**src/rtl/scd_pkg.sv**
```systemverilog
package scd_pkg;
  // fixed geometry of the two stages
  localparam int PRE_MAX = 32;
  localparam int POW_N   = 6;
endpackage

```
**src/rtl/scd_select.sv**
```systemverilog
module scd_select #(
  parameter int RATIO_W = 11,
  parameter int PRE_W   = 6,
  parameter int POW_W   = 3,
  parameter int POW_N   = scd_pkg::POW_N,
  parameter int PRE_MAX = scd_pkg::PRE_MAX
) (
  input  logic [RATIO_W-1:0] req,
  output logic [PRE_W-1:0]   pre,
  output logic [POW_W-1:0]   pow
);
  localparam int CW = RATIO_W + 1;
  localparam logic [RATIO_W-1:0] MAX_RATIO = RATIO_W'(PRE_MAX << (POW_N - 1));

  logic [RATIO_W-1:0] eff;
  logic [CW-1:0]      cand [POW_N];
  logic [POW_N-1:0]   fits;

  assign eff = (req == '0) ? MAX_RATIO : req;

  // one rounded-up prescale candidate per power-of-two step
  for (genvar k = 0; k < POW_N; k++) begin : g_step
    assign cand[k] = ({1'b0, eff} + CW'((1 << k) - 1)) >> k;
    assign fits[k] = (cand[k] <= CW'(PRE_MAX));
  end

  always_comb begin
    logic found;
    found = 1'b0;
    pow   = POW_W'(POW_N - 1);
    pre   = PRE_W'(PRE_MAX);
    for (int k = 0; k < POW_N; k++) begin
      if (fits[k] && !found) begin
        found = 1'b1;
        pow   = POW_W'(k);
        pre   = PRE_W'(cand[k]);
      end
    end
  end
endmodule

```
**src/rtl/scd_period.sv**
```systemverilog
module scd_period #(
  parameter int TOT_W = 11
) (
  input  logic             clk,
  input  logic             rst_n,
  input  logic [TOT_W-1:0] stage_total,
  output logic             clk_en,
  output logic             div_clk
);
  logic [TOT_W-1:0] cnt_q, cnt_d;
  logic [TOT_W-1:0] act_q, act_d;
  logic             boundary;

  assign boundary = (cnt_q == act_q - TOT_W'(1));

  always_comb begin
    cnt_d = boundary ? '0 : cnt_q + TOT_W'(1);
    act_d = boundary ? stage_total : act_q;
  end

  always_ff @(posedge clk or negedge rst_n) begin
    if (!rst_n) begin
      cnt_q <= '0;
      act_q <= TOT_W'(1);
    end else begin
      cnt_q <= cnt_d;
      act_q <= act_d;
    end
  end

  assign clk_en  = boundary;
  assign div_clk = (cnt_q < (act_q >> 1));

  AST_CNT_BOUND: assert property (@(posedge clk) disable iff (!rst_n)
    cnt_q < act_q);
  AST_ACT_HOLD: assert property (@(posedge clk) disable iff (!rst_n)
    !clk_en |=> $stable(act_q));
  AST_UNIT_EN: assert property (@(posedge clk) disable iff (!rst_n)
    (act_q == TOT_W'(1)) |-> (clk_en && !div_clk));
endmodule

```
**src/rtl/ser_clk_div.sv**
```systemverilog
module ser_clk_div #(
  parameter int RATIO_W = 11,
  parameter int PRE_W   = 6,
  parameter int POW_W   = 3
) (
  input  logic               clk,
  input  logic               rst_n,
  input  logic               load,
  input  logic [RATIO_W-1:0] req_ratio,
  output logic [PRE_W-1:0]   pre_set,
  output logic [POW_W-1:0]   pow_set,
  output logic               clk_en,
  output logic               div_clk
);
  localparam int POW_N   = scd_pkg::POW_N;
  localparam int PRE_MAX = scd_pkg::PRE_MAX;
  localparam int TOT_W   = $clog2(PRE_MAX) + POW_N;

  logic [PRE_W-1:0] pre_c, pre_q, pre_d;
  logic [POW_W-1:0] pow_c, pow_q, pow_d;
  logic [TOT_W-1:0] stage_total;

  scd_select #(
    .RATIO_W(RATIO_W), .PRE_W(PRE_W), .POW_W(POW_W),
    .POW_N(POW_N), .PRE_MAX(PRE_MAX)
  ) i_sel (
    .req(req_ratio),
    .pre(pre_c),
    .pow(pow_c)
  );

  always_comb begin
    pre_d = load ? pre_c : pre_q;
    pow_d = load ? pow_c : pow_q;
  end

  always_ff @(posedge clk or negedge rst_n) begin
    if (!rst_n) begin
      pre_q <= PRE_W'(1);
      pow_q <= '0;
    end else begin
      pre_q <= pre_d;
      pow_q <= pow_d;
    end
  end

  assign stage_total = TOT_W'(pre_q) << pow_q;
  assign pre_set     = pre_q;
  assign pow_set     = pow_q;

  scd_period #(.TOT_W(TOT_W)) i_per (
    .clk(clk),
    .rst_n(rst_n),
    .stage_total(stage_total),
    .clk_en(clk_en),
    .div_clk(div_clk)
  );

  AST_PRE_RANGE: assert property (@(posedge clk) disable iff (!rst_n)
    (pre_q >= PRE_W'(1)) && (pre_q <= PRE_W'(PRE_MAX)));
  AST_POW_RANGE: assert property (@(posedge clk) disable iff (!rst_n)
    pow_q <= POW_W'(POW_N - 1));
  AST_SEL_HOLD: assert property (@(posedge clk) disable iff (!rst_n)
    !load |=> ($stable(pre_q) && $stable(pow_q)));
  AST_OVER_CLAMP: assert property (@(posedge clk) disable iff (!rst_n)
    (load && (req_ratio > RATIO_W'(PRE_MAX << (POW_N - 1))))
      |=> (pow_q == POW_W'(POW_N - 1) && pre_q == PRE_W'(PRE_MAX)));
endmodule

```
**config.mk**
```make
export PLATFORM = sky130hd
export DESIGN_NAME = ser_clk_div
export DESIGN_NICKNAME = d
export VERILOG_FILES = /design/src/rtl/scd_pkg.sv /design/src/rtl/scd_select.sv /design/src/rtl/scd_period.sv /design/src/rtl/ser_clk_div.sv
export SDC_FILE = /design/constraint.sdc
export NUM_CORES = 1
export LEC_CHECK = 0
export CORE_UTILIZATION = 44
export DETAILED_ROUTE_END_ITERATION = 8
export DONT_BUFFER_PORTS = 1
export HOLD_SLACK_MARGIN = 0.1
export PLACE_DENSITY = 0.67
export SKIP_CTS_REPAIR_TIMING = 1
export SYNTH_ARGS = -nofsm -noshare
export SYNTH_HDL_FRONTEND = slang
export SYNTH_HIERARCHICAL = 1
export SYNTH_SLANG_ARGS = --single-unit
```
**constraint.sdc**
```tcl
create_clock -name clk -period 2.8 [get_ports clk]
set_clock_uncertainty 0.2 [all_clocks]
set_input_delay 0.14 -clock clk [delete_from_list [all_inputs] [get_ports clk]]
set_output_delay 0.14 -clock clk [all_outputs]
set_load 0.01 [all_outputs]
```
==> results of run 1 <==
-- final timing paths --
path,startpoint,endpoint,depth (start not counted)
min in group clk,req_ratio[6],pre_set[2],4
hold reg to reg,i_per/act_q[6],i_per/act_q[6],1
max in group asynchronous,rst_n,pre_set[0],2
hold / removal,rst_n,i_per/cnt_q[8],2
setup reg to reg,i_per/act_q[0],i_per/act_q[1],9
setup / recovery,i_per/act_q[0],i_per/act_q[1],9
-- layout make-up --
type,count,area [um2]
clock inverters,2,12.5
fillers,764,4090
repair buffers,38,323
inverters,19,71.3
multi-input cells,360,2740
flip-flops and latches,31,778
clock buffers,6,72.6
well taps,105,131
-- layer usage --
layer | part of all wire [%] | vias to the layer above
li1 | - | 1626
met4 | 2.9 | 0
met3 | 6.5 | 35
met5 | 0 | -
met2 | 47 | 140
met1 | 44 | 1615
-- power groups by stage --
stage,Combinational [W],Clock [W],Sequential (W)
2_1_floorplan,0.000281,0,0.000509
3_3_place_gp,0.000286,0,0.000533
3_5_place_dp,0.000290,0,0.000534
4_1_cts,0.000292,0.000352,0.000525
5_1_grt,0.000343,0.000380,0.000529
6_report,0.000315,0.000347,0.000525
-- flip-flops by register name, summed over array words and instances (netlist names) --
| name | cells |
|---|---|
| i_per/act_q | 11 |
| i_per/cnt_q | 11 |
| pre_set | 6 |
| pow_set | 3 |
-- cell usage in the layout (no fill, tap or decap), types with 6 or more instances in the layout --
cell      instances
o21ai_0          13
nor4_1            6
xor2_1           23
mux2i_1          11
xnor2_1          25
nor2_1           47
buf_4            31
nor3_2            6
nor3_1           18
nand2_1          22
and2_1            6
nand3_1          17
or3_1             6
mux2_2           10
mux2_4           11
or2_2             7
ha_1             12
inv_1            16
a21oi_1          13
nand4_1           9
o22ai_1           6
nand2b_1          6
dfrtp_1          29
-- per-stage QoR --
step	cell area, um2	TNS (ns)	hold WS [ns]
6_report	4130	-0.0495	0.0925
5_1_grt	4130	-1.21	0.108
4_1_cts	4050	-0.460	-0.661
3_5_place_dp	3960	-0.196	-0.355
3_3_place_gp	3960	-0.0692	-0.355
2_1_floorplan	3760	-0.660	-0.356
-- cell usage after synthesis (7+ instances only) --
cell	number
mux2i_1	11
nand3_1	17
nor3_1	19
mux2_2	10
ha_1	14
mux2_4	11
xnor2_1	25
or2_2	7
nor2_1	48
o21ai_0	13
nand4_1	9
nand2_1	22
dfrtp_1	29
buf_2	13
a21oi_1	14
inv_1	17
xor2_1	23
-- cells by family (layout without fill, tap and decap cells) --
kind of cell	after synthesis	in the layout
muxes	35	35
DFF	31	31
AOI/OAI and AO/OA	85	85
buffers and inverters	47	65
adders and majority gates	14	14
and+or+nand+nor	177	177
xor gates and xnor gates	49	49
-- worst max-delay path, cell delays in order, from the launching register on --
cell and delay, ns:
dfstp_2 0.56, inv_2 0.06, ha_4 0.15, nor3b_4 0.15, or4_4 0.51, a21oi_2 0.15
o21ai_2 0.10, nor4_4 0.32, buf_12 0.19, mux2_1 0.32
==> summary.txt, run 1 <==
Drt
  – Initial DRC Count: 242
  – Remaining antenna violation count: 0
  – DR DRC count: 0
  – Pre-antenna DRT Iters: 7
  – Routed vias: 3,416
  – Final wirelength: 9980 um
  – Vias per cell: 6.09
  – WL/cell: 17.8 um

Global route
  – Global route total overflow: 0
  – GR peak layer: met2
  – First-pass GRT wire length: 16,100 um
  – M1 GR Usage: 30.9%
  – GRT Util Overall: 23.3%
  – Initial antenna violation count: 0
  – Met3 Resource Use GR: 4.53%
  – Largest net degree at the start of global routing: 32
  – Vias in the first global route: 3,239
  – Met2 Track Usage GR: 36.9%

Final layout
  – Final design utilization: 50.3%
  – Layout cell share with drive strength beyond 1: 22.4%
  – Nets: 483
  – Antenna diodes: 0
  – Non-Filler Instances: 561
  – Layout area overhead: 10.8%

Pwr
  – PwrDens: 287 nW/um2
  – Comb power frac: 26.5%
  – Clock network fraction of total power: 29.2%
  – Sw Share: 32.4%
  – Sw Pwr: 0.000384 W
  – Flop pwr share: 44.2%
  – Int Pwr: 0.000803 W
  – Total power: 0.00119 W
  – Max VDD drop: 0.212 mV
  – P_leak: 1.67 nW

Synth
  – Synth cell types: 73
  – Post-synthesis mux area share: 11.3%
  – Number of flops mapped to enable cells by yosys: 0
  – Dominant cell type by area after synthesis: dfrtp_1
  – Synth top area share: 19.5%
  – Post-Synthesis Cells: 438
  – Syn avg cell area: 8.51 um2
  – Mapped Area: 3730 um2
  – Area contributors post-synth: dfrtp_1, xnor2_1, xor2_1
  – Sequential area share after synthesis: 20.9%
  – Synthesized-area fraction occupied by and/or/nand/nor cells: 26.3%
  – Largest family of logic cells by synthesized area: simple AND/OR/NAND/NOR gates
  – Post-synthesis compound-gate area fraction: 18.4%
  – FF+latch count, synth: 31
  – Post-Synth XOR/XNOR Area: 11.7%
  – Post-synth ARST share: 100%
  – Synth warnings: 6
  – Top_reg_cell synth: dfrtp_1
  – Syn Nets: 466
  – Post-Synth Adder-Cell Area: 4.70%

Timing
  – Hold Vio Cnt, Final: 0
  – Setup violators final: 4
  – Crit path time final: 2.82 ns
  – Fin. max-slew vios: 0
  – Final period util: 101%
  – RSZ-0062 raised after global routing: yes
  – Worst-Margin Slew: 0.562 ns
  – Achievable Freq: 354 MHz
  – Slew HR: 62.5%
  – Final worst slack: -0.0233 ns

Clocking
  – CTS tree: done
  – Num CTS Buffers: 5
  – Root Buffer: clkbuf_8
  – # clock sinks: 31
  – Htree depth: 2
  – Clk Latency, worst-skew pair: 0.28 ns
  – Bufs on Longest Clock Path: 2
  – Clock transition at path regs: 0.07 ns

Floorplanning
  – Initial Util: 45.4%
  – Top Ports: 25
  – Die Wd: 94.0 um
  – Die H: 94.0 um
  – Full die area: 8840 um2
  – Core box area: 8220 um2
  – Num rows: 33

Setup path
  – Worst EP required: 2.77 ns
  – Worst Setup End Kind: register
  – Nature of the critical path startpoint: register
  – Critical path class: reg2reg
  – R2R Setup Slk: -0.02 ns
  – Crit path DAT: 2.79 ns
  – Worst-path maximum fanout: 12

Placement
  – HPWL after DPL: 7520 um
  – Dpl cells: 547
  – GPL Wtd Cong: 0.942
  – Port Buffers: 0
  – Pre-CTS WS: -0.0453 ns

Status
  – Failing checks: setup timing
  – Status: complete, but fails checks

Worst hold path
  – Worst Hold Class: in2async

Run
  – Max-cap viol count: 0
(Power assumes the default switching activity.)
==> run 2, diff against run 1 <==
- MAX_ROUTING_LAYER: not set -> met4
==> run 2 against run 1 <==
  * The flow still finishes with violations (setup timing)
  * Sequential power about the same
  * Worst setup slack worse by 0.010 ns
  * Combinational power about the same
  * First-iteration DRC count down 40%
  * Sequential cell count unchanged
  * Critical path depth down 1
  * Fmax down 0.36%
  * Die area unchanged
==> summary.txt, run 2 (synthesis results as in run 1) <==
Pwr
  – Max VDD drop: 0.189 mV (-11%)
  – PwrDens: 284 nW/um2 (-1.3%)
  – P_leak: 1.70 nW (+1.4%)
  – Total power: 0.00119 W (+0.61%)

Clocking
  – Clock transition at path regs: 0.07 ns (about the same)
  – Bufs on Longest Clock Path: 2 (unchanged)
  – Htree depth: 2 (unchanged)
  – Root Buffer: clkbuf_8
  – # clock sinks: 31 (unchanged)
  – Clk Latency, worst-skew pair: 0.29 ns (about the same)
  – CTS tree: done
  – Num CTS Buffers: 5 (unchanged)

Worst hold path
  – Worst Hold Class: in2reg
  – Hold wc startpoint: req_ratio[6]

Floorplanning
  – Num rows: 33 (unchanged)
  – Die H: 94.0 um (unchanged)
  – Top Ports: 25 (unchanged)
  – Die Wd: 94.0 um (unchanged)
  – Core box area: 8220 um2 (unchanged)
  – Full die area: 8840 um2 (unchanged)
  – Initial Util: 45.4% (unchanged)

Final layout
  – Commonest non-fill, non-tap cell in the layout: nor2_1
  – Antenna diodes: 0 (unchanged)
  – Register Area: 778 um2 (unchanged)
  – Final design utilization: 51.3% (+0.97 points)
  – Layout area overhead: 13.0%
  – Finished Cell Area: 4210 um2 (+1.9%)
  – Commonest cells after routing, fill and taps aside: nor2_1, buf_4, dfrtp_1, xnor2_1
  – Nets: 486 (+0.62%)
  – Multi-input gate area: 2780 um2 (+1.5%)
  – Layout cell share with drive strength beyond 1: 24.4% (+2.0 points)
  – Fill count: 765 (+0.13%)

Setup path
  – Worst EP required: 2.78 ns (about the same)
  – RR Startpoint: i_per/act_q[1]
  – Worst-path maximum fanout: 6 (-6)
  – Critical path class: reg2reg
  – Crit path DAT: 2.81 ns (+0.02 ns)
  – Worst Setup End Kind: register
  – Nature of the critical path startpoint: register
  – Worst Setup SP: i_per/act_q[1]

Global route
  – Initial antenna violation count: 0 (unchanged)
  – Global route total overflow: 0 (unchanged)
  – Largest net degree at the start of global routing: 32 (unchanged)
  – Vias in the first global route: 3,288 (+1.5%)
  – GRT Util Overall: 23.4% (+0.077 points)
  – First-pass GRT wire length: 15,800 um (-1.3%)

Status
  – Failing checks: setup timing
  – Status: complete, but fails checks

Drt
  – Pre-antenna DRT Iters: 5 (-2)
  – Routed vias: 3,450 (+1.0%)
  – Vias per cell: 6.12 (+0.46%)
  – Initial DRC Count: 144 (-40%)
  – Remaining antenna violation count: 0 (unchanged)
  – WL/cell: 17.4 um (-2.4%)
  – DR DRC count: 0 (unchanged)
  – Final wirelength: 9790 um (-1.9%)

Timing
  – Final period util: 101% (+0.37 points)
  – RSZ-0062 raised after global routing: yes
  – Slew HR: 63.8% (+1.3 points)
  – Min Hold Slack: 0.0684 ns (-0.0240 ns)
  – Setup violators final: 5 (+1)
  – Fin. max-slew vios: 0 (unchanged)
  – Hold Vio Cnt, Final: 0 (unchanged)
  – Final worst slack: -0.0336 ns (-0.0103 ns)
  – Achievable Freq: 353 MHz (-0.36%)
  – Crit path time final: 2.83 ns (+0.0103 ns)
  – Worst-Margin Slew: 0.543 ns (-0.0193 ns)

Run
  – Max-cap viol count: 0 (unchanged)

Placement
  – Pre-CTS WS: -0.0453 ns (-0.0000391 ns)
  – GPL Wtd Cong: 0.948 (+0.72%)
  – HPWL after DPL: 7320 um (-2.8%)
  – Port Buffers: 0 (unchanged)
  – Area after DPL: 3970 um2 (+0.19%)
## run 2: changes by cell type in the layout (fill, tap and decap cells not counted), sizes merged
cell,change
buf,+2
clkbuf,+1
## run 2: cell type report
type	instances	area share, %
clock buffer	6	1.72
clock inverter	2	0.297
inverter	19	1.69
multi-input combinational	360	66.1
sequential	31	18.5
tap	105	3.12
timing repair buffer	41	8.62
## run 2: where the power goes
group          switching, W  internal, W
Clock              0.000180     0.000174
Sequential        0.0000535     0.000471
Combinational      0.000157     0.000159
## run 2: metrics by stage
| stage | TNS [ns] | instances |
|---|---|---|
| 2_1_floorplan | -0.660 | 438 |
| 3_3_place_gp | -0.0651 | 548 |
| 3_5_place_dp | -0.267 | 548 |
| 4_1_cts | -0.579 | 556 |
| 5_1_grt | -1.47 | 564 |
| 6_report | -0.140 | 564 |
## run 2: final timing paths
path / to / slack [ns] / depth (start not counted)
worst max-delay path: i_per/act_q[9] / -0.03 / 8
worst min register to register: i_per/cnt_q[0] / 0.41 / 1
max in group asynchronous: pre_set[0] / 2.03 / 2
min in group asynchronous: i_per/cnt_q[1] / 0.13 / 2
worst max register to register: i_per/act_q[9] / -0.03 / 8
worst min-delay path: pre_set[2] / 0.07 / 4
## run 2: worst max-delay path: stages, from the launching register on
cell       delay (ns)
dfrtp_1          0.38
or4_4            0.56
buf_4            0.16
nor2_2           0.12
xor2_2           0.19
o311ai_2         0.16
nor4_4           0.43
clkbuf_16        0.23
mux2_4           0.29
## run 2: routing by layer
layer | vias to the layer above | GRT usage [%] | part of all wire, %
met5 | - | - | 0
met4 | 0 | 9.23 | 2.7
met3 | 27 | 4.29 | 4.8
met2 | 120 | 36.7 | 47
met1 | 1667 | 29.7 | 45
li1 | 1636 | - | -
